===== src/rtl/dpll_lf_pkg.sv =====
package dpll_lf_pkg;

    typedef enum logic [1:0] {
        ST_IDLE,
        ST_TRACK,
        ST_SAT_HI,
        ST_SAT_LO
    } lf_state_e;

    // Clamp a signed value to the range of a w-bit two's complement number.
    function automatic logic signed [63:0] sat_to(input logic signed [63:0] v,
                                                  input int unsigned w);
        logic signed [63:0] hi;
        logic signed [63:0] lo;
        hi = (64'sd1 <<< (w - 1)) - 64'sd1;
        lo = -(64'sd1 <<< (w - 1));
        if (v > hi)
            return hi;
        else if (v < lo)
            return lo;
        else
            return v;
    endfunction

endpackage


===== src/rtl/dpll_lf_gain.sv =====
// Fixed-point constant gain: multiply, then drop the fractional bits by an
// arithmetic shift (floor rounding).
module dpll_lf_gain #(
    parameter int IN_W   = 17,
    parameter int GAIN_W = 16,
    parameter int FRAC   = 7,
    parameter int GAIN   = 1,
    parameter int OUT_W  = 35
) (
    input  logic signed [IN_W-1:0]  x,
    output logic signed [OUT_W-1:0] y
);
    localparam logic signed [GAIN_W-1:0] G = GAIN_W'(GAIN);

    logic signed [OUT_W-1:0] x_ext;
    logic signed [OUT_W-1:0] g_ext;
    logic signed [OUT_W-1:0] prod;

    always_comb begin
        x_ext = OUT_W'(x);
        g_ext = OUT_W'(G);
        prod  = x_ext * g_ext;
        y     = prod >>> FRAC;
    end
endmodule


===== src/rtl/dpll_lf_integrator.sv =====
// Saturating accumulator with directional freeze (anti-windup).
module dpll_lf_integrator
    import dpll_lf_pkg::*;
#(
    parameter int STEP_W = 35,
    parameter int ACC_W  = 16
) (
    input  logic                     clk,
    input  logic                     rst_n,
    input  logic                     upd,
    input  logic                     hold_up,
    input  logic                     hold_dn,
    input  logic signed [STEP_W-1:0] step,
    output logic signed [ACC_W-1:0]  acc_q,
    output logic signed [ACC_W-1:0]  acc_d
);
    logic                     step_pos;
    logic                     step_neg;
    logic                     frozen;
    logic signed [STEP_W-1:0] sum;
    logic signed [63:0]       clipped;

    always_comb begin
        step_neg = step[STEP_W-1];
        step_pos = !step[STEP_W-1] && (step != '0);
        frozen   = (hold_up && step_pos) || (hold_dn && step_neg);
        sum      = STEP_W'(acc_q) + step;
        clipped  = sat_to(64'(sum), ACC_W);
        if (upd && !frozen)
            acc_d = clipped[ACC_W-1:0];
        else
            acc_d = acc_q;
    end

    always_ff @(posedge clk or negedge rst_n) begin
        if (!rst_n)
            acc_q <= '0;
        else
            acc_q <= acc_d;
    end
endmodule


===== src/rtl/dpll_lf_fsm.sv =====
// Tracks whether the last correction sat inside or at a limit of the range.
module dpll_lf_fsm
    import dpll_lf_pkg::*;
#(
    parameter int SUM_W = 35,
    parameter int OUT_W = 16
) (
    input  logic                    clk,
    input  logic                    rst_n,
    input  logic                    sample,
    input  logic signed [SUM_W-1:0] raw,
    output lf_state_e               state_q,
    output logic                    hold_up,
    output logic                    hold_dn
);
    localparam logic signed [SUM_W-1:0] HI = SUM_W'((64'sd1 <<< (OUT_W - 1)) - 64'sd1);
    localparam logic signed [SUM_W-1:0] LO = SUM_W'(-(64'sd1 <<< (OUT_W - 1)));

    lf_state_e cls;
    lf_state_e state_d;

    always_comb begin
        if (raw > HI)
            cls = ST_SAT_HI;
        else if (raw < LO)
            cls = ST_SAT_LO;
        else
            cls = ST_TRACK;

        unique case (state_q)
            ST_IDLE:   state_d = sample ? cls : ST_IDLE;
            ST_TRACK:  state_d = sample ? cls : ST_TRACK;
            ST_SAT_HI: state_d = sample ? cls : ST_SAT_HI;
            ST_SAT_LO: state_d = sample ? cls : ST_SAT_LO;
            default:   state_d = ST_IDLE;
        endcase
    end

    always_ff @(posedge clk or negedge rst_n) begin
        if (!rst_n)
            state_q <= ST_IDLE;
        else
            state_q <= state_d;
    end

    always_comb begin
        hold_up = 1'b0;
        hold_dn = 1'b0;
        unique case (state_q)
            ST_IDLE:   ;
            ST_TRACK:  ;
            ST_SAT_HI: hold_up = 1'b1;
            ST_SAT_LO: hold_dn = 1'b1;
            default:   ;
        endcase
    end
endmodule


===== src/rtl/dpll_loop_filter.sv =====
module dpll_loop_filter
    import dpll_lf_pkg::*;
#(
    parameter int ERR_W   = 16,
    parameter int OUT_W   = 16,
    parameter int GAIN_W  = 16,
    parameter int FRAC    = 7,
    parameter int KP      = 2,
    parameter int KI      = 1,
    parameter int KD      = 2,
    parameter int NCO_W   = 26,
    parameter int REF_BIT = 19
) (
    input  logic                    clk,
    input  logic                    rst_n,
    input  logic                    err_valid,
    input  logic signed [ERR_W-1:0] err_in,
    output logic                    corr_valid,
    output logic signed [OUT_W-1:0] corr_out,
    output logic [NCO_W-1:0]        nco_step
);
    localparam int DIFF_W  = ERR_W + 1;
    localparam int WIDE_W  = DIFF_W + GAIN_W + 2;
    localparam int N_TERMS = 3;
    localparam int GAINS [N_TERMS] = '{KP, KI, KD};
    localparam logic [NCO_W-1:0] REF_WORD = {{(NCO_W-1){1'b0}}, 1'b1} << REF_BIT;

    logic signed [ERR_W-1:0]  prev_q;
    logic signed [DIFF_W-1:0] term_in  [N_TERMS];
    logic signed [WIDE_W-1:0] term_out [N_TERMS];
    logic signed [OUT_W-1:0]  integ_q;
    logic signed [OUT_W-1:0]  integ_d;
    logic signed [WIDE_W-1:0] raw;
    logic signed [63:0]       clamped;
    logic signed [OUT_W-1:0]  corr_d;
    logic                     hold_up;
    logic                     hold_dn;
    lf_state_e                state_q;

    // Term inputs: 0 proportional, 1 integral step, 2 derivative.
    always_comb begin
        term_in[0] = DIFF_W'(err_in);
        term_in[1] = DIFF_W'(err_in);
        term_in[2] = DIFF_W'(err_in) - DIFF_W'(prev_q);
    end

    for (genvar g = 0; g < N_TERMS; g++) begin : g_term
        dpll_lf_gain #(
            .IN_W  (DIFF_W),
            .GAIN_W(GAIN_W),
            .FRAC  (FRAC),
            .GAIN  (GAINS[g]),
            .OUT_W (WIDE_W)
        ) u_gain (
            .x(term_in[g]),
            .y(term_out[g])
        );
    end

    dpll_lf_integrator #(
        .STEP_W(WIDE_W),
        .ACC_W (OUT_W)
    ) u_integ (
        .clk    (clk),
        .rst_n  (rst_n),
        .upd    (err_valid),
        .hold_up(hold_up),
        .hold_dn(hold_dn),
        .step   (term_out[1]),
        .acc_q  (integ_q),
        .acc_d  (integ_d)
    );

    always_comb begin
        raw     = term_out[0] + WIDE_W'(integ_d) + term_out[2];
        clamped = sat_to(64'(raw), OUT_W);
        corr_d  = clamped[OUT_W-1:0];
    end

    dpll_lf_fsm #(
        .SUM_W(WIDE_W),
        .OUT_W(OUT_W)
    ) u_fsm (
        .clk    (clk),
        .rst_n  (rst_n),
        .sample (err_valid),
        .raw    (raw),
        .state_q(state_q),
        .hold_up(hold_up),
        .hold_dn(hold_dn)
    );

    always_ff @(posedge clk or negedge rst_n) begin
        if (!rst_n) begin
            prev_q     <= '0;
            corr_valid <= 1'b0;
            corr_out   <= '0;
            nco_step   <= REF_WORD;
        end else begin
            corr_valid <= err_valid;
            if (err_valid) begin
                prev_q   <= err_in;
                corr_out <= corr_d;
                nco_step <= REF_WORD + NCO_W'(corr_d);
            end
        end
    end
endmodule


===== config.mk =====
export PLATFORM = sky130hd
export DESIGN_NAME = dpll_loop_filter
export DESIGN_NICKNAME = d
export VERILOG_FILES = /design/src/rtl/dpll_lf_pkg.sv /design/src/rtl/dpll_lf_gain.sv /design/src/rtl/dpll_lf_integrator.sv /design/src/rtl/dpll_lf_fsm.sv /design/src/rtl/dpll_loop_filter.sv
export SDC_FILE = /design/constraint.sdc
export NUM_CORES = 1
export LEC_CHECK = 0
export BUFFER_PORTS_ARGS = -buffer_cell sky130_fd_sc_hd__buf_4
export CORE_ASPECT_RATIO = 0.75
export CORE_MARGIN = 5
export CORE_UTILIZATION = 30
export CTS_BUF_LIST = sky130_fd_sc_hd__clkbuf_8
export DETAILED_ROUTE_END_ITERATION = 7
export HOLD_SLACK_MARGIN = 0.15
export SETUP_SLACK_MARGIN = 0.5
export SYNTH_ARGS = -nofsm -noshare
export SYNTH_HDL_FRONTEND = slang
export SYNTH_HIERARCHICAL = 1
export SYNTH_SLANG_ARGS = --single-unit

===== constraint.sdc =====
create_clock -name clk -period 11.7 [get_ports clk]
set_clock_uncertainty 0.15 [all_clocks]
set_input_delay 0.585 -clock clk [delete_from_list [all_inputs] [get_ports clk]]
set_output_delay 0.585 -clock clk [all_outputs]
set_load 0.01 [all_outputs]

* Word level (Yosys, flattened, before mapping)
Index checks and enable logic that the tools add are counted.
W data, S select, Z words.
** Storage, ports and cells
- Register bits after elaboration :: 77
- Input port bits :: 19
- Output and inout port bits :: 43
- Logic and storage cells :: 43
** Operators by class
- $add $sub $neg :: 5
- Order comparisons :: 6
- Eq/ne operators :: 3
- Mux-type cells :: 14
- Reductions and logical operators :: 9
** Operators with widths (count)
- $mux W16 :: 5
- $gt A18 B16 Y1 const B :: 2
- $lt A18 B16 Y1 const B :: 2
- $reduce_bool A35 Y1 :: 1
- $add A21 B16 Y22 const A :: 1
- $add A17 B11 Y18 :: 1
- $add A10 B16 Y17 :: 1
- $add A16 B9 Y17 :: 1
- $gt A17 B16 Y1 const B :: 1
- $lt A17 B16 Y1 const B :: 1
- $sub A16 B16 Y17 :: 1
- $mux W2 :: 6
- $pmux W2 S4 :: 1
- $eq A2 B2 Y1 const B :: 2
- $logic_and A1 B1 Y1 :: 4
- $eq A2 B1 Y1 const B :: 1
- $logic_not A1 Y1 :: 2
- $logic_not A2 Y1 :: 1
- $mux W1 :: 2
- $logic_or A1 B1 Y1 :: 1

* Depth between registers and ports, before layout
Gate-level depths: netlist of run 1.
- Depth after elaboration :: 14
- Depth in mapped cells :: 33
- Mapped depth without buffers :: 32

* Hierarchy
The synthesis of run 1 kept the hierarchy.
** By module, submodules not included
- dpll_loop_filter :: instances 1, cells an instance 571, area each 4933.5 um^2, sequential area each 852.1 um^2
- dpll_lf_integrator :: instances 1, cells an instance 420, area each 3241.9 um^2, sequential area each 400.4 um^2
- dpll_lf_gain :: instances 3, cells an instance 35, area each 262.8 um^2, sequential area each 0.0 um^2
- dpll_lf_fsm :: instances 1, cells an instance 22, area each 172.7 um^2, sequential area each 50.0 um^2

* Least setup slack after synthesis of run 1
Ideal clock, no wire load.
- Kind :: input port to flip-flop
- Start point :: input port err_in[7]
- End point :: register u_fsm.state_q[1]
- Library setup time :: 135 ps
- Arrival :: 8352 ps
- Data required time :: 11415 ps
- Path slack :: 3063 ps
- Cell stages on the path :: 29
- Buffers on the path :: 2
- Cell sequence :: buf_4 -> ha_1 -> inv_1 -> fa_1 -> nand2b_1 -> a21oi_1 -> o2111ai_1 -> a21oi_2 -> o311ai_1 -> a21oi_1 -> or4_1 -> nand3_1 -> o21ai_0 -> fa_1 -> ha_1 -> buf_2 -> a21oi_1 -> o21a_1 -> nor4b_2 -> nand3_1 -> a221oi_2 -> a21oi_2 -> a21oi_1 -> o21bai_1 -> xor2_1 -> nand2_1 -> or4_1 -> o32ai_1 -> a31oi_1
** On the way
- Longest elaborated chain between the ends :: 14
- Elaborated cells on any way between the ends :: 24
- Classes of those cells :: add/sub: 4; order compare: 4; mux: 10; reduce/logical: 6
** RTL lines
- start, declared :: line dpll_loop_filter.sv:17 : input logic signed [ERR_W-1:0] err_in,
- parallel branches: the longest is 6 deep, another holds $add A16 B9 Y17
- $mux W16 * :: line dpll_lf_integrator.sv:29 : if (upd && !frozen)
- via integ_d[15] :: line dpll_loop_filter.sv:32 : logic signed [OUT_W-1:0] integ_d;
- $add A10 B16 Y17 * :: line dpll_loop_filter.sv:75 : raw = term_out[0] + WIDE_W'(integ_d) + term_out[2];
- $add A17 B11 Y18 * :: line dpll_loop_filter.sv:75
- via raw[33] :: line dpll_loop_filter.sv:33 : logic signed [WIDE_W-1:0] raw;
- $lt A18 B16 Y1 :: line dpll_lf_fsm.sv:25 : else if (raw < LO)
- $mux W2 :: line dpll_lf_fsm.sv:25
- $mux W2 * :: line dpll_lf_fsm.sv:23 : if (raw > HI)
- $mux W2, on equally long branches
- $pmux W2 S4 * :: line dpll_lf_fsm.sv:30 : unique case (state_q)
- via u_fsm.state_d[1] :: line dpll_lf_fsm.sv:20 : lf_state_e state_d;
- end signal, assigned :: line dpll_lf_fsm.sv:43 : state_q <= state_d;
- end, declared :: line dpll_lf_fsm.sv:12 : output lf_state_e state_q,
Mark *: on every way through the listed nets, which the timed path passes.
A chain may end at the register's enable or synchronous reset.

* Final worst setup path of run 1
- Start point :: input port err_in[15]
- End point :: register corr_out[0]
** On the way
- Longest elaborated chain between the ends :: 12
- Elaborated cells on any way between the ends :: 21
- Classes of those cells :: add/sub: 4; order compare: 4; mux: 5; reduce/logical: 8
** RTL lines
- parallel branches: the longest is 6 deep, another holds $add A16 B9 Y17
- $mux W16 * :: line dpll_lf_integrator.sv:29
- via integ_d[1] :: line dpll_loop_filter.sv:32
- $add A10 B16 Y17 * :: line dpll_loop_filter.sv:75
- $add A17 B11 Y18 * :: line dpll_loop_filter.sv:75
- via raw[17] :: line dpll_loop_filter.sv:33
- $lt A18 B16 Y1 :: line dpll_lf_pkg.sv:19 : else if (v < lo)
- $mux W16 :: line dpll_lf_pkg.sv:19
- $mux W16 * :: line dpll_lf_pkg.sv:17 : if (v > hi)
- end signal, assigned :: line dpll_loop_filter.sv:103 : corr_out <= corr_d;
- end, declared :: line dpll_loop_filter.sv:19 : output logic signed [OUT_W-1:0] corr_out,
Marked as above.

==> results of run 1 <==
==> area by class of cell <==
class / count / area, sq um
multi-input cells: 816 / 6320
well taps: 399 / 499
clock inverters: 2 / 7.51
inverters: 70 / 263
repair buffers: 58 / 435
fillers: 3195 / 21000
flip-flops and latches: 52 / 1300
clock buffers: 6 / 82.6
==> layer usage <==
| layer | wire (um) | vias up | part of all wire (%) |
|---|---|---|---|
| met1 | 11800 | 3397 | 54 |
| met4 | 82 | 0 | 0.38 |
| li1 | - | 3638 | - |
| met3 | 840 | 8 | 3.9 |
| met5 | 0 | - | 0 |
| met2 | 8980 | 154 | 41 |
==> worst max-delay path, delay by kind of cell <==
kind / cells / cell delay, ps
AO/OA/AOI/OAI: 9 / 2680
XOR/XNOR: 1 / 230
adder cells (fa/ha/maj): 3 / 1020
buffers and inverters: 5 / 980
AND/OR/NAND/NOR: 10 / 3250
==> flip-flops by register name, summed over array words and instances, names as in the netlist <==
name and cells:
u_integ/acc_q 16, u_fsm/state_q 2, corr_valid 1, nco_step 2
corr_out 15, prev_q 16
==> per-stage QoR <==
stage	area, sq um	util, %
after floorplan	9060	-
after global placement	8820	29.5
after detailed placement	8820	29.5
after CTS	8910	29.8
after global routing	8910	29.8
final	8910	29.8
==> path summary, 6_finish.rpt <==
path / end
setup / recovery: corr_out[0]$_DFFE_PN0P_
hold reg to reg: nco_step[19]$_DFFE_PN1P_
setup reg to reg: corr_out[0]$_DFFE_PN0P_
min in group clk: nco_step[19]$_DFFE_PN1P_
max in group asynchronous: u_fsm/state_q[0]$_DFF_PN0_
hold / removal: prev_q[5]$_DFFE_PN0P_
==> flow_summary.html, run 1 <==
<table>
<tr><th>Metric</th><th>Value</th></tr>
<tr><th colspan="2">GRT</th></tr>
<tr><td>GRT Overall Usage</td><td>between 10% and 20%</td></tr>
<tr><td>Pin count of the biggest net entering global routing</td><td>between 60 and 70</td></tr>
<tr><td>Layer carrying the most global-route usage</td><td>met1</td></tr>
<tr><td>Total congestion overflow after global routing</td><td>0</td></tr>
<tr><td>Initial antenna violation count</td><td>0</td></tr>
<tr><td>Global-route track usage on met1</td><td>between 20% and 30%</td></tr>
<tr><td>Grt met2 use</td><td>18.3%</td></tr>
<tr><td>Wire length of the first global-routing pass</td><td>about 36,000 um</td></tr>
<tr><td>Met3 usage in global routing</td><td>under 10%</td></tr>
<tr><td>Number of global-route vias before repair</td><td>slightly below 7k</td></tr>
<tr><th colspan="2">STA</th></tr>
<tr><td>Slew HR</td><td>between 30% and 40%</td></tr>
<tr><td>Final setup violation count</td><td>0</td></tr>
<tr><td>FMAX</td><td>roughly 0.11 GHz</td></tr>
<tr><td>RSZ-0062 raised after global routing</td><td>false</td></tr>
<tr><td>Total negative slack for setup checks</td><td>0 ps</td></tr>
<tr><td>Pins over their slew limit</td><td>0</td></tr>
<tr><td>Number of endpoints with negative hold slack in the final report</td><td>0</td></tr>
<tr><td>Worst Max-Slew Pin Slew</td><td>1050 ps</td></tr>
<tr><td>Shortest clock period the worst path allows after layout</td><td>between 8000 and 9000 ps</td></tr>
<tr><td>Tcrit/Tclk final</td><td>between 70% and 80%</td></tr>
<tr><td>Hold Slack</td><td>166 ps</td></tr>
<tr><td>Final WS setup</td><td>2890 ps</td></tr>
<tr><th colspan="2">Critical path</th></tr>
<tr><td>R2R Setup Slk</td><td>roughly 3100 ps</td></tr>
<tr><td>Slowest stage cell, crit path</td><td>sky130_fd_sc_hd__and3_1</td></tr>
<tr><td>Cell depth of the worst flop-to-flop path</td><td>28</td></tr>
<tr><td>Most prevalent standard cell on the critical path</td><td>sky130_fd_sc_hd__inv_1</td></tr>
<tr><td>Reg2reg start</td><td>u_integ/acc_q[15]$_DFF_PN0_</td></tr>
<tr><td>Classification of the worst setup path</td><td>input pin to flip-flop</td></tr>
<tr><td>Crit path launch type</td><td>input pin</td></tr>
<tr><td>Highest fanout seen on the critical path</td><td>44</td></tr>
<tr><td>Critical Path RT</td><td>11,690 ps</td></tr>
<tr><td>Crit path arrival time</td><td>about 8800 ps</td></tr>
<tr><td>Largest stage delay on the critical path</td><td>roughly 860 ps</td></tr>
<tr><td>Startpoint of the most critical setup path</td><td>err_in[15]</td></tr>
<tr><td>Kind of end point of the critical path</td><td>flip-flop</td></tr>
<tr><th colspan="2">Cells and area</th></tr>
<tr><td>Layout Cells excl Fill</td><td>between 1k and 1.5k</td></tr>
<tr><td>Highest-count cells in the layout ignoring fill and taps</td><td>83 x sky130_fd_sc_hd__ha_1, 74 x sky130_fd_sc_hd__nand2_1, 72 x sky130_fd_sc_hd__inv_1, 69 x sky130_fd_sc_hd__nor2_1, 67 x sky130_fd_sc_hd__o21ai_0</td></tr>
<tr><td>Most frequent standard cell in the layout excluding fill and tap cells</td><td>sky130_fd_sc_hd__ha_1</td></tr>
<tr><td>Final Net Count</td><td>approximately 1.1k</td></tr>
<tr><td>Fraction of final layout cells sized beyond drive strength 1</td><td>between 10% and 20%</td></tr>
<tr><td>Layout Area Growth over Synthesis</td><td>-1.36%</td></tr>
<tr><td>Antenna Cells</td><td>0</td></tr>
<tr><th colspan="2">Yosys</th></tr>
<tr><td>Mean instance size in the synthesized netlist</td><td>between 8 and 9 sq um</td></tr>
<tr><td>Cell area after technology mapping</td><td>around 0.0090 sq mm</td></tr>
<tr><td>Number of warnings printed during yosys synthesis</td><td>6</td></tr>
<tr><td>Syn Inst Count</td><td>around 1.1k</td></tr>
<tr><th colspan="2">Flow run</th></tr>
<tr><td>Max Cap Viol</td><td>0</td></tr>
<tr><th colspan="2">CTS</th></tr>
<tr><td>Number of buffers on the longest clock path</td><td>2</td></tr>
<tr><td>CTS HTree Levels</td><td>2</td></tr>
<tr><td>Hold buffer count at CTS</td><td>0</td></tr>
<tr><td>TritonCTS clock tree</td><td>done</td></tr>
<tr><td>Clock tree root driver cell</td><td>sky130_fd_sc_hd__clkbuf_8</td></tr>
<tr><td>Clock sink count</td><td>52</td></tr>
<tr><td>Cts repair resizes</td><td>0</td></tr>
<tr><td>Number of buffers added by the clock tree synthesis step</td><td>5</td></tr>
<tr><td>Buffers inserted during post-CTS setup optimization</td><td>0</td></tr>
<tr><td>CTS clk-pin slew, worst paths</td><td>about 90 ps</td></tr>
<tr><td>Insertion delay of the later-clocked pin in the worst-skew pair</td><td>approximately 310 ps</td></tr>
<tr><th colspan="2">Floorplan</th></tr>
<tr><td>Height of the die</td><td>between 150 and 200 um</td></tr>
<tr><td>Die span in x</td><td>about 210 um</td></tr>
<tr><td>Number of top-level pins</td><td>between 60 and 70</td></tr>
<tr><td>Number of rows created at floorplan</td><td>55</td></tr>
<tr><td>Starting density of the core</td><td>between 30% and 40%</td></tr>
<tr><td>Die Footprint</td><td>around 0.034 sq mm</td></tr>
<tr><td>Core outline area</td><td>0.0299 sq mm</td></tr>
<tr><th colspan="2">Placement</th></tr>
<tr><td>Setup Slack @ Placement</td><td>~2600 ps</td></tr>
<tr><td>Estimated wirelength of the detail-placed design</td><td>17,800 um</td></tr>
<tr><td>Final weighted congestion of routability-driven global placement</td><td>~0.89</td></tr>
<tr><td>Count of port buffers added during placement</td><td>55</td></tr>
<tr><td>Number of cells after detailed placement</td><td>1,395</td></tr>
<tr><th colspan="2">Routing</th></tr>
<tr><td>Detailed-route wire length per cell</td><td>roughly 15 um</td></tr>
<tr><td>Via density</td><td>around 5.1</td></tr>
<tr><td>Number of remaining DRC errors</td><td>0</td></tr>
<tr><td>Antenna Violating Nets Remaining</td><td>0</td></tr>
<tr><td>Total number of vias</td><td>around 7.2k</td></tr>
<tr><td>Number of design-rule violations left by the first detailed-router iteration</td><td>566</td></tr>
<tr><td>Routed wire length</td><td>21,700 um</td></tr>
<tr><td>Count of TritonRoute iterations in the first routing pass</td><td>7</td></tr>
<tr><th colspan="2">Outcome</th></tr>
<tr><td>Run status</td><td>finished clean</td></tr>
<tr><th colspan="2">Worst hold path</th></tr>
<tr><td>Worst min-delay path category</td><td>input pin to asynchronous set/reset pin</td></tr>
</table>
Power of run 1 is left out: the tool's default activity adds up to more than one toggle a clock period on the data nets, which glitch-free logic cannot reach.
==> inputs of run 2 (changes only) <==
==> constraint.sdc (replaced) <==
create_clock -name clk -period 7.9 [get_ports clk]
set_clock_uncertainty 0.15 [all_clocks]
set_input_delay 0.395 -clock clk [delete_from_list [all_inputs] [get_ports clk]]
set_output_delay 0.395 -clock clk [all_outputs]
set_load 0.01 [all_outputs]
==> run 2 against run 1 <==
Die area unchanged. Critical path depth grew 1. Utilization grew 3.5 points. Design area grew 12%. Hold slack worse by 4.0 ps. Count of clock-buffer cells in the layout did not move. Global-route usage grew 0.35 points. Sequential share of layout area shrank 1.5 points. Cell count increased by 2.9%. Worst setup slack got worse by 2200 ps. Via count up 5.9%. Largest cell class unchanged.
==> flow_summary.html, run 2 (same netlist as run 1, synthesis figures left out) <==
<table>
<tr><th>Metric</th><th>Value</th></tr>
<tr><th colspan="2">Critical path</th></tr>
<tr><td>Crit path launch type</td><td>flip-flop</td></tr>
<tr><td>Most prevalent standard cell on the critical path</td><td>sky130_fd_sc_hd__a21oi_2</td></tr>
<tr><td>Cell depth of the worst flop-to-flop path</td><td>29 (+3.6%)</td></tr>
<tr><td>Highest fanout seen on the critical path</td><td>8 (-82%)</td></tr>
<tr><td>Capturing element of the worst setup path</td><td>u_fsm/state_q[1]$_DFF_PN0_</td></tr>
<tr><td>Critical Path RT</td><td>7920 ps (-3770 ps)</td></tr>
<tr><td>Crit path arrival time</td><td>7200 ps (-1590 ps)</td></tr>
<tr><td>End of the worst register-to-register path</td><td>u_fsm/state_q[1]$_DFF_PN0_</td></tr>
<tr><td>Slowest stage cell, crit path</td><td>sky130_fd_sc_hd__dfrtp_4</td></tr>
<tr><td>R2R Setup Slk</td><td>720 ps (-2340 ps)</td></tr>
<tr><td>Largest stage delay on the critical path</td><td>560 ps (-300 ps)</td></tr>
<tr><td>Kind of end point of the critical path</td><td>flip-flop</td></tr>
<tr><td>Classification of the worst setup path</td><td>flip-flop to flip-flop</td></tr>
<tr><td>Reg2reg start</td><td>u_integ/acc_q[15]$_DFF_PN0_</td></tr>
<tr><td>Startpoint of the most critical setup path</td><td>u_integ/acc_q[15]$_DFF_PN0_</td></tr>
<tr><th colspan="2">Cells and area</th></tr>
<tr><td>Antenna Cells</td><td>0 (unchanged)</td></tr>
<tr><td>Final Net Count</td><td>1,182 (+3.5%)</td></tr>
<tr><td>Highest-count cells in the layout ignoring fill and taps</td><td>91 x sky130_fd_sc_hd__buf_4, 72 x sky130_fd_sc_hd__inv_1, 71 x sky130_fd_sc_hd__nand2_1, 65 x sky130_fd_sc_hd__nor2_1, 54 x sky130_fd_sc_hd__o21ai_0</td></tr>
<tr><td>Most frequent standard cell in the layout excluding fill and tap cells</td><td>sky130_fd_sc_hd__buf_4</td></tr>
<tr><td>Filler Cell Count</td><td>3,072 (-3.8%)</td></tr>
<tr><td>Layout Cells excl Fill</td><td>1,443 (+2.9%)</td></tr>
<tr><td>Fin area</td><td>0.00995 sq mm (+12%)</td></tr>
<tr><td>Registers with the most flip-flops</td><td>prev_q (16), u_integ/acc_q (16), corr_out (15)</td></tr>
<tr><td>Fraction of final layout cells sized beyond drive strength 1</td><td>27.5% (+14 points)</td></tr>
<tr><td>Layout Area Growth over Synthesis</td><td>10.1%</td></tr>
<tr><th colspan="2">STA</th></tr>
<tr><td>Pins over their slew limit</td><td>0 (unchanged)</td></tr>
<tr><td>Number of endpoints with negative hold slack in the final report</td><td>0 (unchanged)</td></tr>
<tr><td>Shortest clock period the worst path allows after layout</td><td>around 7000 ps</td></tr>
<tr><td>Slew HR</td><td>54.4% (+24 points)</td></tr>
<tr><td>Tcrit/Tclk final</td><td>approximately nine tenths</td></tr>
<tr><td>FMAX</td><td>0.139 GHz</td></tr>
<tr><td>Final setup violation count</td><td>0 (unchanged)</td></tr>
<tr><td>Worst Max-Slew Pin Slew</td><td>684 ps (-364 ps)</td></tr>
<tr><td>RSZ-0062 raised after global routing</td><td>true</td></tr>
<tr><th colspan="2">Routing</th></tr>
<tr><td>Via density</td><td>5.28 (+3.0%)</td></tr>
<tr><td>Number of remaining DRC errors</td><td>0 (unchanged)</td></tr>
<tr><td>Antenna Violating Nets Remaining</td><td>0 (unchanged)</td></tr>
<tr><td>Number of design-rule violations left by the first detailed-router iteration</td><td>617 (+9.0%)</td></tr>
<tr><td>Detailed-route wire length per cell</td><td>16.3 um (+5.2%)</td></tr>
<tr><td>Total number of vias</td><td>7,621 (+5.9%)</td></tr>
<tr><td>Routed wire length</td><td>23,500 um (+8.2%)</td></tr>
<tr><td>Count of TritonRoute iterations in the first routing pass</td><td>5 (-2)</td></tr>
<tr><th colspan="2">Placement</th></tr>
<tr><td>Count of port buffers added during placement</td><td>55 (unchanged)</td></tr>
<tr><td>Estimated wirelength of the detail-placed design</td><td>18,300 um (+2.5%)</td></tr>
<tr><td>Total placed instance area</td><td>0.00899 sq mm (+1.9%)</td></tr>
<tr><td>Number of cells after detailed placement</td><td>1,417 (+1.6%)</td></tr>
<tr><td>Final weighted congestion of routability-driven global placement</td><td>0.889 (about the same)</td></tr>
<tr><th colspan="2">CTS</th></tr>
<tr><td>Clock tree root driver cell</td><td>sky130_fd_sc_hd__clkbuf_8</td></tr>
<tr><td>TritonCTS clock tree</td><td>done</td></tr>
<tr><td>CTS clk-pin slew, worst paths</td><td>100 ps (about the same)</td></tr>
<tr><td>Insertion delay of the later-clocked pin in the worst-skew pair</td><td>310 ps (about the same)</td></tr>
<tr><td>Clock sink count</td><td>52 (unchanged)</td></tr>
<tr><td>CTS HTree Levels</td><td>2 (unchanged)</td></tr>
<tr><td>Number of buffers on the longest clock path</td><td>2 (unchanged)</td></tr>
<tr><td>Number of buffers added by the clock tree synthesis step</td><td>5 (unchanged)</td></tr>
<tr><th colspan="2">Floorplan</th></tr>
<tr><td>Starting density of the core</td><td>30.2% (unchanged)</td></tr>
<tr><td>Number of top-level pins</td><td>62 (unchanged)</td></tr>
<tr><td>Core outline area</td><td>0.0299 sq mm (unchanged)</td></tr>
<tr><td>Number of rows created at floorplan</td><td>55 (unchanged)</td></tr>
<tr><td>Height of the die</td><td>160 um (unchanged)</td></tr>
<tr><td>Die Footprint</td><td>0.0337 sq mm (unchanged)</td></tr>
<tr><td>Die span in x</td><td>210 um (unchanged)</td></tr>
<tr><th colspan="2">Worst hold path</th></tr>
<tr><td>Hold-critical path depth</td><td>3</td></tr>
<tr><td>Worst min-delay path category</td><td>input pin to flip-flop</td></tr>
<tr><th colspan="2">GRT</th></tr>
<tr><td>Number of global-route vias before repair</td><td>6,998 (+3.9%)</td></tr>
<tr><td>Total congestion overflow after global routing</td><td>0 (unchanged)</td></tr>
<tr><td>GRT Overall Usage</td><td>12.9% (+0.35 points)</td></tr>
<tr><td>Pin count of the biggest net entering global routing</td><td>61 (unchanged)</td></tr>
<tr><td>Wire length of the first global-routing pass</td><td>37,000 um (+3.0%)</td></tr>
<tr><td>Initial antenna violation count</td><td>1 (+1)</td></tr>
<tr><th colspan="2">Outcome</th></tr>
<tr><td>Run status</td><td>finished clean</td></tr>
<tr><th colspan="2">Flow run</th></tr>
<tr><td>Max Cap Viol</td><td>0 (unchanged)</td></tr>
</table>
-- run 2: cell types whose count changed in the layout (fill, tap and decap cells not counted), sizes merged --
| cell | change |
|---|---|
| buf | +38 |
| a31o | +1 |
| dlygate4sd3 | +1 |
-- run 2: how the worst min path moves through the flow --
stage	start	end	slack, ps
after floorplan	rst_n	corr_out[0]$_DFFE_PN0P_	-50
after global routing	err_in[1]	prev_q[1]$_DFFE_PN0P_	180
after CTS	err_in[1]	prev_q[1]$_DFFE_PN0P_	150
after detailed placement	nco_step[19]$_DFFE_PN1P_	nco_step[19]$_DFFE_PN1P_	330
final	err_in[5]	prev_q[5]$_DFFE_PN0P_	160
after global placement	nco_step[19]$_DFFE_PN1P_	nco_step[19]$_DFFE_PN1P_	330
-- run 2: per-stage QoR --
| step | setup TNS, ps | setup slack [ps] | utilization (%) | hold slack, ps |
|---|---|---|---|---|
| floorplan | 0 | 769 | - | -50.6 |
| global placement | -286 | -150 | 30.0 | 326 |
| detailed placement | -977 | -192 | 30.0 | 335 |
| CTS | 0 | 508 | 30.5 | 153 |
| global route | 0 | 425 | 33.2 | 176 |
| finish | 0 | 721 | 33.2 | 162 |
-- run 2: area by class of cell --
cell class / count / area, sq um / share of cell area, %
multi-input combinational: 817 / 7040 / 70.7
sequential: 52 / 1310 / 13.1
timing repair buffer: 97 / 758 / 7.62
tap: 399 / 499 / 5.02
inverter: 70 / 263 / 2.64
clock buffer: 6 / 82.6 / 0.830
clock inverter: 2 / 7.51 / 0.0754
-- run 2: metal layers --
metal	GRT usage [%]	part of all wire (%)	vias up
met2	18.2	42	216
met3	0.996	4.9	17
met1	21.6	52	3673
met5	0	0.055	-
met4	1.83	0.90	2
li1	-	-	3713
-- run 2: timing repair --
action                                  CTS  global route
buffers inserted                          1            14
gates resized for setup                  10           160
hold endpoints to repair                 51             0
pin swaps                                 1            43
gates cloned                              0             2
hold buffers                              1             0
endpoints found under the setup margin   17            17
-- run 2: critical path, delay by kind of cell, from the launching register on --
family | cells | cell delay (ps)
fa+ha+maj | 3 | 910
simple gates | 9 | 2460
xor+xnor | 1 | 180
compound gates | 13 | 2240
buf+inv | 3 | 530
flops | 1 | 560
Power of run 2 is left out for the same reason.
==> inputs of run 3 (changes only) <==
--- a/config.mk
+++ b/config.mk
@@ -11,6 +11,7 @@
 export CORE_UTILIZATION = 30
 export CTS_BUF_LIST = sky130_fd_sc_hd__clkbuf_8
 export DETAILED_ROUTE_END_ITERATION = 7
+export GPL_TIMING_DRIVEN = 0
 export HOLD_SLACK_MARGIN = 0.15
 export SETUP_SLACK_MARGIN = 0.5
 export SYNTH_ARGS = -nofsm -noshare
==> run 3 against run 2 <==
Wire length rose by 16%. Design area rose by 20%. Cell count rose by 13%. Global-route usage rose by 1.2 points. Worst setup slack got worse by 110 ps. Die area did not move. Maximum frequency fell by 1.6%. Sequential share of layout area fell by 2.2 points. Non-clock buffer count rose by 182. Via count rose by 9.8%. Critical path type unchanged.
==> flow_summary.html, run 3 (same netlist as run 1, synthesis figures left out) <==
<table>
<tr><th>Metric</th><th>Value</th></tr>
<tr><th colspan="2">Outcome</th></tr>
<tr><td>Run status</td><td>finished clean</td></tr>
<tr><th colspan="2">Worst hold path</th></tr>
<tr><td>Hold-critical path depth</td><td>3 (unchanged)</td></tr>
<tr><td>Start point of the worst min-delay path</td><td>err_in[5]</td></tr>
<tr><td>Worst hold path endpoint</td><td>prev_q[5]$_DFFE_PN0P_</td></tr>
<tr><td>Worst min-delay path category</td><td>input pin to flip-flop</td></tr>
<tr><th colspan="2">GRT</th></tr>
<tr><td>Total congestion overflow after global routing</td><td>0 (unchanged)</td></tr>
<tr><td>Initial antenna violation count</td><td>0 (-1)</td></tr>
<tr><td>Pin count of the biggest net entering global routing</td><td>56 (-8.2%)</td></tr>
<tr><td>Number of global-route vias before repair</td><td>7,410 (+5.9%)</td></tr>
<tr><td>Wire length of the first global-routing pass</td><td>39,800 um (+7.7%)</td></tr>
<tr><td>GRT Overall Usage</td><td>14.2% (+1.2 points)</td></tr>
<tr><th colspan="2">Routing</th></tr>
<tr><td>Routed wire length</td><td>27,200 um (+16%)</td></tr>
<tr><td>Number of design-rule violations left by the first detailed-router iteration</td><td>562 (-8.9%)</td></tr>
<tr><td>Total number of vias</td><td>8,368 (+9.8%)</td></tr>
<tr><td>Number of remaining DRC errors</td><td>0 (unchanged)</td></tr>
<tr><td>Antenna Violating Nets Remaining</td><td>0 (unchanged)</td></tr>
<tr><td>Detailed-route wire length per cell</td><td>16.7 um (+2.8%)</td></tr>
<tr><td>Via density</td><td>5.14 (-2.6%)</td></tr>
<tr><td>Count of TritonRoute iterations in the first routing pass</td><td>5 (unchanged)</td></tr>
<tr><th colspan="2">Critical path</th></tr>
<tr><td>R2R Setup Slk</td><td>610 ps (-110 ps)</td></tr>
<tr><td>Slowest stage cell, crit path</td><td>sky130_fd_sc_hd__dfrtp_4</td></tr>
<tr><td>Crit path launch type</td><td>flip-flop</td></tr>
<tr><td>Largest stage delay on the critical path</td><td>580 ps (+20 ps)</td></tr>
<tr><td>Highest fanout seen on the critical path</td><td>7 (-1)</td></tr>
<tr><td>Worst Path Buf+Inv</td><td>6 (+3)</td></tr>
<tr><td>Category of cells accounting for the largest share of critical-path delay</td><td>compound AO/OA/AOI/OAI gates</td></tr>
<tr><td>Crit path arrival time</td><td>7330 ps (+130 ps)</td></tr>
<tr><td>Kind of end point of the critical path</td><td>flip-flop</td></tr>
<tr><td>Critical Path RT</td><td>7930 ps (about the same)</td></tr>
<tr><td>Classification of the worst setup path</td><td>flip-flop to flip-flop</td></tr>
<tr><td>End of the worst register-to-register path</td><td>u_fsm/state_q[1]$_DFF_PN0_</td></tr>
<tr><td>Reg2reg start</td><td>u_integ/acc_q[15]$_DFF_PN0_</td></tr>
<tr><td>Cell depth of the worst flop-to-flop path</td><td>32 (+10%)</td></tr>
<tr><th colspan="2">Floorplan</th></tr>
<tr><td>Die Footprint</td><td>0.0337 sq mm (unchanged)</td></tr>
<tr><td>Height of the die</td><td>160 um (unchanged)</td></tr>
<tr><td>Number of rows created at floorplan</td><td>55 (unchanged)</td></tr>
<tr><td>Core outline area</td><td>0.0299 sq mm (unchanged)</td></tr>
<tr><td>Starting density of the core</td><td>30.2% (unchanged)</td></tr>
<tr><td>Die span in x</td><td>210 um (unchanged)</td></tr>
<tr><td>Number of top-level pins</td><td>62 (unchanged)</td></tr>
<tr><th colspan="2">STA</th></tr>
<tr><td>RSZ-0062 raised after global routing</td><td>true</td></tr>
<tr><td>Worst Max-Slew Pin Slew</td><td>686 ps (+2.15 ps)</td></tr>
<tr><td>Pins over their slew limit</td><td>0 (unchanged)</td></tr>
<tr><td>FMAX</td><td>0.137 GHz (-1.6%)</td></tr>
<tr><td>Final setup violation count</td><td>0 (unchanged)</td></tr>
<tr><td>Tcrit/Tclk final</td><td>92.3% (+1.5 points)</td></tr>
<tr><td>Shortest clock period the worst path allows after layout</td><td>7290 ps (+115 ps)</td></tr>
<tr><td>Number of endpoints with negative hold slack in the final report</td><td>0 (unchanged)</td></tr>
<tr><td>Slew HR</td><td>53.8% (-0.57 points)</td></tr>
<tr><th colspan="2">Cells and area</th></tr>
<tr><td>Layout Cells excl Fill</td><td>1,627 (+13%)</td></tr>
<tr><td>Most frequent standard cell in the layout excluding fill and tap cells</td><td>sky130_fd_sc_hd__buf_4</td></tr>
<tr><td>Fraction of final layout cells sized beyond drive strength 1</td><td>40.4% (+13 points)</td></tr>
<tr><td>Antenna Cells</td><td>0 (unchanged)</td></tr>
<tr><td>Highest-count cells in the layout ignoring fill and taps</td><td>232 x sky130_fd_sc_hd__buf_4, 68 x sky130_fd_sc_hd__inv_1, 66 x sky130_fd_sc_hd__nand2_1, 63 x sky130_fd_sc_hd__nor2_1, 53 x sky130_fd_sc_hd__o21ai_0</td></tr>
<tr><td>Layout Area Growth over Synthesis</td><td>32.3%</td></tr>
<tr><td>Registers with the most flip-flops</td><td>prev_q (16), u_integ/acc_q (16), corr_out (15)</td></tr>
<tr><td>Fin util</td><td>39.9% (+6.7 points)</td></tr>
<tr><td>Fin area</td><td>0.0120 sq mm (+20%)</td></tr>
<tr><td>Final Net Count</td><td>1,366 (+16%)</td></tr>
<tr><td>Filler Cell Count</td><td>2,977 (-3.1%)</td></tr>
<tr><th colspan="2">Placement</th></tr>
<tr><td>Total placed instance area</td><td>0.00997 sq mm (+11%)</td></tr>
<tr><td>Number of cells after detailed placement</td><td>1,552 (+9.5%)</td></tr>
<tr><td>Final weighted congestion of routability-driven global placement</td><td>0.885 (-0.39%)</td></tr>
<tr><td>Estimated wirelength of the detail-placed design</td><td>19,600 um (+7.5%)</td></tr>
<tr><td>Count of port buffers added during placement</td><td>55 (unchanged)</td></tr>
<tr><th colspan="2">Flow run</th></tr>
<tr><td>Max Cap Viol</td><td>0 (unchanged)</td></tr>
<tr><th colspan="2">CTS</th></tr>
<tr><td>Clock tree root driver cell</td><td>sky130_fd_sc_hd__clkbuf_8</td></tr>
<tr><td>TritonCTS clock tree</td><td>done</td></tr>
<tr><td>Number of buffers added by the clock tree synthesis step</td><td>5 (unchanged)</td></tr>
<tr><td>CTS HTree Levels</td><td>2 (unchanged)</td></tr>
<tr><td>Clock sink count</td><td>52 (unchanged)</td></tr>
<tr><td>CTS clk-pin slew, worst paths</td><td>100 ps (about the same)</td></tr>
<tr><td>Number of buffers on the longest clock path</td><td>2 (unchanged)</td></tr>
<tr><td>Insertion delay of the later-clocked pin in the worst-skew pair</td><td>320 ps (about the same)</td></tr>
</table>
[run 3: changes by cell type in the layout (fill, tap and decap cells not counted), sizes merged]
cell,before,now
clkbuf,6,21
o21ai,78,79
inv,72,71
buf,96,260
a31o,3,4
dlygate4sd3,1,4
clkinvlp,0,1
[run 3: worst max-delay path by stage]
| stage | start | to | slack (ps) | depth (start not counted) |
|---|---|---|---|---|
| after global routing | u_integ/acc_q[15]$_DFF_PN0_ | corr_out[10]$_DFFE_PN0P_ | 340 | 33 |
| after floorplan | err_in[7] | u_fsm/state_q[1]$_DFF_PN0_ | 770 | 29 |
| after detailed placement | err_in[15] | u_fsm/state_q[1]$_DFF_PN0_ | -740 | 28 |
| final | u_integ/acc_q[15]$_DFF_PN0_ | u_fsm/state_q[1]$_DFF_PN0_ | 610 | 32 |
| after global placement | err_in[15] | corr_out[6]$_DFFE_PN0P_ | -710 | 27 |
| after CTS | u_integ/acc_q[15]$_DFF_PN0_ | u_fsm/state_q[1]$_DFF_PN0_ | 500 | 31 |
[run 3: tightest hold or removal path, delay by kind of cell]
kind	cells	cell delay, ps
simple gates	1	50
buf+inv	1	100
compound gates	1	50
[run 3: routing by layer]
metal  track usage, %  vias to the layer above  wire length (um)
li1                 -                     4098                 -
met1             23.3                     4093             14100
met2             20.7                      161             12000
met3             1.05                       16               946
met4             1.30                        0               179
met5                0                        -                 0
[run 3: per-stage QoR]
step	TNS, ps	setup WS (ps)	hold WS [ps]
2_1_floorplan	0	769	-50.6
4_1_cts	0	503	150
3_3_place_gp	-10540	-710	316
6_report	0	606	156
5_1_grt	0	339	161
3_5_place_dp	-11060	-736	334
[run 3: repair_timing]
item / CTS / global route
setup endpoints to repair: 19 / 17
cloned: 2 / 4
hold buffers: 4 / 0
pin swaps: 13 / 72
buffers inserted: 13 / 44
resized for setup: 63 / 209
hold endpoints to repair: 54 / 0
[run 3: area by class of cell]
class                           count  area, sq um  share of cell area (%)
Buffer                            160         1210                    10.1
Clock buffer                        6         82.6                   0.691
Clock inverter                      2         11.3                  0.0942
Inverter                           70          263                    2.20
Multi-Input combinational cell    819         7550                    63.1
Sequential cell                    52         1310                    10.9
Tap cell                          399          499                    4.18
Timing Repair Buffer              119         1040                    8.67
Power of run 3 is left out for the same reason.
